**src/rtl/dma_stat_pkg.sv**
```systemverilog
package dma_stat_pkg;
  localparam int REG_W      = 32;
  localparam int ERR_W      = 5;
  localparam int WR_ERR_W   = 2;
  localparam int BUSY_BIT   = 0;
  localparam int STOP_BIT   = 1;
  localparam int CMPL_BIT   = 2;
  localparam int ALIGN_BIT  = 3;
  localparam int MAGIC_BIT  = 4;
  localparam int LEN_BIT    = 5;
  localparam int IDLE_BIT   = 6;
  localparam int RD_LSB     = 9;
  localparam int WR_LSB     = 14;
  localparam int FETCH_LSB  = 19;
  localparam int LINK_BIT   = 24;

  function automatic logic [REG_W-1:0] field_mask(input int lsb, input int w);
    logic [REG_W-1:0] m;
    m = '0;
    for (int i = 0; i < w; i++) m[lsb+i] = 1'b1;
    return m;
  endfunction

  localparam logic [REG_W-1:0] STICKY_MASK =
      field_mask(STOP_BIT, IDLE_BIT - STOP_BIT + 1) |
      field_mask(RD_LSB, ERR_W) |
      field_mask(WR_LSB, WR_ERR_W) |
      field_mask(FETCH_LSB, ERR_W) |
      field_mask(LINK_BIT, 1);
endpackage

```
**src/rtl/dma_stat_run_edge.sv**
```systemverilog
module dma_stat_run_edge (
  input  logic clk_i,
  input  logic rst_ni,
  input  logic run_i,
  output logic rise_o
);
  logic run_q;

  always_ff @(posedge clk_i or negedge rst_ni) begin
    if (!rst_ni) run_q <= 1'b0;
    else         run_q <= run_i;
  end

  assign rise_o = run_i & ~run_q;

  assert_rise_single_R8: assert property (@(posedge clk_i) disable iff (!rst_ni)
    rise_o |=> !rise_o);
endmodule

```
**src/rtl/dma_stat_evt_map.sv**
```systemverilog
module dma_stat_evt_map
  import dma_stat_pkg::*;
(
  input  logic                clk_i,
  input  logic                rst_ni,
  input  logic                ie_stop_i,
  input  logic                ie_cmpl_i,
  input  logic                ie_magic_i,
  input  logic                ie_idle_i,
  input  logic                evt_stop_i,
  input  logic                evt_cmpl_i,
  input  logic                evt_align_i,
  input  logic                evt_magic_i,
  input  logic                evt_len_i,
  input  logic                evt_idle_i,
  input  logic [ERR_W-1:0]    rd_err_i,
  input  logic [WR_ERR_W-1:0] wr_err_i,
  input  logic [ERR_W-1:0]    fetch_err_i,
  input  logic                link_down_i,
  output logic [REG_W-1:0]    set_o
);
  always_comb begin
    set_o            = '0;
    set_o[STOP_BIT]  = evt_stop_i  & ie_stop_i;
    set_o[CMPL_BIT]  = evt_cmpl_i  & ie_cmpl_i;
    set_o[ALIGN_BIT] = evt_align_i;
    set_o[MAGIC_BIT] = evt_magic_i & ie_magic_i;
    set_o[LEN_BIT]   = evt_len_i;
    set_o[IDLE_BIT]  = evt_idle_i  & ie_idle_i;
    for (int k = 0; k < ERR_W; k++) begin
      set_o[RD_LSB+k]    = rd_err_i[k];
      set_o[FETCH_LSB+k] = fetch_err_i[k];
    end
    for (int k = 0; k < WR_ERR_W; k++) set_o[WR_LSB+k] = wr_err_i[k];
    set_o[LINK_BIT]  = link_down_i;
  end

  // gated events never reach the bank without their enable
  assert_gate_stop_R3: assert property (@(posedge clk_i) disable iff (!rst_ni)
    !ie_stop_i |-> !set_o[STOP_BIT]);
  assert_gate_idle_R3: assert property (@(posedge clk_i) disable iff (!rst_ni)
    !ie_idle_i |-> !set_o[IDLE_BIT]);
  assert_no_stray_set_R6: assert property (@(posedge clk_i) disable iff (!rst_ni)
    (set_o & ~STICKY_MASK) == '0);
endmodule

```
**src/rtl/dma_stat_sticky_bank.sv**
```systemverilog
module dma_stat_sticky_bank #(
  parameter int W = 32
) (
  input  logic         clk_i,
  input  logic         rst_ni,
  input  logic [W-1:0] set_i,
  input  logic [W-1:0] clr_i,
  output logic [W-1:0] q_o
);
  for (genvar k = 0; k < W; k++) begin : g_bit
    logic q_r;
    always_ff @(posedge clk_i or negedge rst_ni) begin
      if (!rst_ni)        q_r <= 1'b0;
      else if (set_i[k])  q_r <= 1'b1;   // set beats clear
      else if (clr_i[k])  q_r <= 1'b0;
    end
    assign q_o[k] = q_r;

    assert_set_wins_R9: assert property (@(posedge clk_i) disable iff (!rst_ni)
      set_i[k] |=> q_o[k]);
    assert_clear_R7: assert property (@(posedge clk_i) disable iff (!rst_ni)
      (clr_i[k] && !set_i[k]) |=> !q_o[k]);
    assert_hold_R7: assert property (@(posedge clk_i) disable iff (!rst_ni)
      (!clr_i[k] && !set_i[k]) |=> $stable(q_o[k]));
  end
endmodule

```
**src/rtl/dma_chan_status.sv**
```systemverilog
module dma_chan_status
  import dma_stat_pkg::*;
(
  input  logic        clk_i,
  input  logic        rst_ni,
  input  logic        wr_en_i,
  input  logic [31:0] wr_data_i,
  output logic [31:0] rd_data_o,
  input  logic        run_i,
  input  logic        ie_stop_i,
  input  logic        ie_cmpl_i,
  input  logic        ie_magic_i,
  input  logic        ie_idle_i,
  input  logic        busy_i,
  input  logic        evt_stop_i,
  input  logic        evt_cmpl_i,
  input  logic        evt_align_i,
  input  logic        evt_magic_i,
  input  logic        evt_len_i,
  input  logic        evt_idle_i,
  input  logic [4:0]  rd_err_i,
  input  logic [1:0]  wr_err_i,
  input  logic [4:0]  fetch_err_i,
  input  logic        link_down_i,
  output logic        irq_o
);
  logic [REG_W-1:0] set_vec, clr_vec, sticky_q;
  logic             run_rise;

  dma_stat_run_edge u_run_edge (
    .clk_i  (clk_i),
    .rst_ni (rst_ni),
    .run_i  (run_i),
    .rise_o (run_rise)
  );

  dma_stat_evt_map u_evt_map (
    .clk_i       (clk_i),
    .rst_ni      (rst_ni),
    .ie_stop_i   (ie_stop_i),
    .ie_cmpl_i   (ie_cmpl_i),
    .ie_magic_i  (ie_magic_i),
    .ie_idle_i   (ie_idle_i),
    .evt_stop_i  (evt_stop_i),
    .evt_cmpl_i  (evt_cmpl_i),
    .evt_align_i (evt_align_i),
    .evt_magic_i (evt_magic_i),
    .evt_len_i   (evt_len_i),
    .evt_idle_i  (evt_idle_i),
    .rd_err_i    (rd_err_i),
    .wr_err_i    (wr_err_i),
    .fetch_err_i (fetch_err_i),
    .link_down_i (link_down_i),
    .set_o       (set_vec)
  );

  assign clr_vec = ((wr_en_i ? wr_data_i : '0) | {REG_W{run_rise}}) & STICKY_MASK;

  dma_stat_sticky_bank #(.W(REG_W)) u_bank (
    .clk_i  (clk_i),
    .rst_ni (rst_ni),
    .set_i  (set_vec),
    .clr_i  (clr_vec),
    .q_o    (sticky_q)
  );

  always_comb begin
    rd_data_o           = sticky_q & STICKY_MASK;
    rd_data_o[BUSY_BIT] = busy_i;
  end

  assign irq_o = |(sticky_q & STICKY_MASK);

  assert_run_clear_R8: assert property (@(posedge clk_i) disable iff (!rst_ni)
    (run_rise && set_vec == '0) |=> rd_data_o[31:1] == '0);
  assert_irq_rise_R10: assert property (@(posedge clk_i) disable iff (!rst_ni)
    $rose(irq_o) |-> $past(set_vec != '0));
  assert_gate_cmpl_R3: assert property (@(posedge clk_i) disable iff (!rst_ni)
    (!ie_cmpl_i && !rd_data_o[CMPL_BIT]) |=> !rd_data_o[CMPL_BIT]);
  assert_busy_live_R2: assert property (@(posedge clk_i) disable iff (!rst_ni)
    rd_data_o[BUSY_BIT] == busy_i);
endmodule

```
**config.mk**
```make
export PLATFORM = sky130hd
export DESIGN_NAME = dma_chan_status
export DESIGN_NICKNAME = d
export VERILOG_FILES = /design/src/rtl/dma_stat_pkg.sv /design/src/rtl/dma_stat_run_edge.sv /design/src/rtl/dma_stat_evt_map.sv /design/src/rtl/dma_stat_sticky_bank.sv /design/src/rtl/dma_chan_status.sv
export SDC_FILE = /design/constraint.sdc
export NUM_CORES = 1
export LEC_CHECK = 0
export BUFFER_PORTS_ARGS = -buffer_cell sky130_fd_sc_hd__buf_2
export CAP_MARGIN = 20
export CORE_MARGIN = 5
export CORE_UTILIZATION = 35
export CTS_BUF_LIST = sky130_fd_sc_hd__clkbuf_4 sky130_fd_sc_hd__clkbuf_8
export DETAILED_ROUTE_END_ITERATION = 8
export GPL_TIMING_DRIVEN = 0
export PLACE_DENSITY = 0.78
export REMOVE_ABC_BUFFERS = 1
export SLEW_MARGIN = 20
export SYNTH_ARGS = -nofsm -noshare
export SYNTH_HDL_FRONTEND = slang
export SYNTH_SLANG_ARGS = --single-unit
```
**constraint.sdc**
```tcl
create_clock -name clk_i -period 1.35 [get_ports clk_i]
set_input_delay 0.27 -clock clk_i [delete_from_list [all_inputs] [get_ports clk_i]]
set_output_delay 0.27 -clock clk_i [all_outputs]
set_load 0.005 [all_outputs]
```
==> impl_metrics.py <==
metrics = {
    "power": {
        "ir_worst_vdd_v": 0.000767,
        "power.density_nw_per_um2": 972,
        "p_total_w": 0.00125,
        "p_leak_nw": 0.625,
    },
    "run_status": {
        "outcome": "finished with violations",
        "violations": "negative setup slack",
    },
    "worst_setup_path": {
        "endpoint_kind": "output port",
        "path_class": "flop to output port",
        "required_ns": 1.08,
        "path_max_fanout": 3,
        "crit_path_start_kind": "flop",
        "worstPathArrival_ns": 1.67,
    },
    "die": {
        "die_h_um": 65.0,
        "core_um2": 2980,
        "dieArea_um2": 4220,
        "initial_core_util_pct": 35.5,
        "die_x_um": 65.0,
        "num_rows": 20,
        "io-pin-count": 93,
    },
    "drt": {
        "wirelength_mm": 2.34,
        "vias": 837,
        "routed_via_density": 4.62,
        "first_iter_violations": 15,
        "wl_per_cell_um": 12.9,
        "dr.pass1.iters": 3,
        "antenna_left": 0,
        "drcViolationCount": 0,
    },
    "sta": {
        "worst_slack_ns": -0.589,
        "timing_hold_violations_final": 0,
        "clock_skew_ns": 0.00191,
        "setup_viol": 1,
        "slew_viol_final": 0,
        "rsz0062_at_grt": "yes",
        "tns_ns": -0.589,
        "fin_crit_sh_pct": 144,
        "period_minus_slack_ns": 1.94,
        "fmax_mhz": 516,
    },
    "synth": {
        "synth_cell_types": 13,
        "ys_seq_area_share_pct": 47.3,
        "syn_area_per_cell_um2": 10.4,
        "postSynthCellCount": 102,
        "ys_warn_count": 0,
        "syn_area_um2": 1060,
        "ys_ff_latch": 20,
    },
    "place": {
        "place.gp.congestion": 0.623,
        "place_hpwl_mm": 1.87,
        "dp_cells": 175,
        "placed_cell_area_um2": 1210,
        "port_buffers": 65,
    },
    "finish": {
        "fin_cells": 181,
        "num-nets-final": 209,
        "final_cell_mix": "65 x buf_2, 20 x dfrtp_1, 19 x nand2_1",
        "design_area_um2": 1290,
        "antenna_cells": 0,
        "drive_gt1_share_pct": 54.7,
        "area_growth_pct": 21.9,
        "layout_commonest_cell": "buf_2",
    },
    "clocking": {
        "h-tree-depth": 1,
        "cts_tree": "done",
        "numCtsBuffers": 3,
        "clock_latency_ns": 0.29,
        "cts_buffer_depth": 2,
        "path_clk_slew_ns": 0.10,
        "root_buffer": "clkbuf_4",
        "clock-sinks": 20,
    },
    "grt": {
        "track_usage_pct": 10.7,
        "grt_max_degree": 21,
        "globalRoute.totalOverflow": 0,
        "grt_pass1_vias": 778,
        "grt_pass1_wl_mm": 3.51,
        "antenna_found_initial": 0,
    },
    "worst_hold_path": {
        "holdCritPathClass": "input pin to flop",
    },
    "run": {
        "cap_violations": 0,
    },
}
[report_power, final]
group	internal (W)	total [W]	switching (W)	leakage [nW]
Combinational	0.000129	0.000228	0.0000994	0.385
Clock	0.000164	0.000331	0.000167	0.0210
Sequential	0.000649	0.000695	0.0000460	0.219
Total	0.000941	0.00125	0.000312	0.625
[Yosys cell counts, drive strengths merged]
cell type	n	share of area, %
a31o	15	12
a32o	4	3.8
buf	36	25
conb	1	0.35
dfrtp	20	47
nand2	19	6.7
nand2b	1	0.59
nand4	1	0.59
nor4	4	3.0
or4	1	0.71
[worst max-delay path, stage by stage, from the launching register on]
cell and delay [ns]:
dfrtp_1 0.44, nor4_4 0.30, nand4_1 0.11, or4_1 0.40, buf_2 0.14
[routing by layer]
layer / share of wire [%] / global-route usage [%] / vias up
li1: - / - / 405
met1: 39 / 12.5 / 388
met2: 49 / 18.3 / 42
met3: 11 / 4.16 / 2
met4: 0.51 / 2.37 / 0
met5: 0 / 0 / -
[layout make-up]
type / instances / area, µm²
tap: 33 / 41.3
multi-input combinational: 57 / 369
sequential: 20 / 500
fill: 297 / 1690
clock buffer: 4 / 36.3
timing repair buffer: 67 / 343
[through the flow]
stage / hold WS, ns / setup WS, ns / util [%]
global route: 0.0955 / -0.689 / 43.3
finish: 0.113 / -0.589 / 43.3
global placement: 0.237 / -0.404 / 40.5
CTS: 0.101 / -0.644 / 43.0
floorplan: -0.0256 / -0.0767 / -
detailed placement: 0.237 / -0.389 / 40.5
[sequential cells by signal (all words and copies together), names as in the netlist]
register	count
u_bank.g_bit.q_r	19
u_run_edge.run_q	1
[what timing repair did]
| action | 4_1_cts | 5_1_grt |
|---|---|---|
| gates resized for setup | 4 | 1 |
| hold buffers | 1 | 0 |
| hold endpoints to repair | 20 | 0 |
| endpoints found under the setup margin | 12 | 1 |
| setup buffers | 1 | 0 |
| pin swaps | 2 | 2 |
[worst paths after layout]
path | start | to | slack (ns) | depth (start not counted)
max reg2reg | u_run_edge.run_q | u_bank.g_bit[2].q_r | 0.18 | 2
min in group asynchronous | rst_ni | u_bank.g_bit[15].q_r | 0.46 | 2
min | run_i | u_run_edge.run_q | 0.11 | 1
max in group asynchronous | rst_ni | u_bank.g_bit[10].q_r | 0.60 | 2
max | u_bank.g_bit[15].q_r | irq_o | -0.59 | 4
min reg2reg | u_bank.g_bit[3].q_r | u_bank.g_bit[3].q_r | 0.52 | 1
[cell families (layout without fill, tap and decap cells)]
group / Yosys count / in the layout / share of synthesized area [%]
AOI/OAI and AO/OA: 19 / 19 / 16.2
buffers and inverters: 36 / 71 / 24.6
DFF: 20 / 20 / 47.3
other: 1 / 12 / 0.354
and+or+nand+nor: 26 / 26 / 11.6
Power figures use the tool's default switching activity.
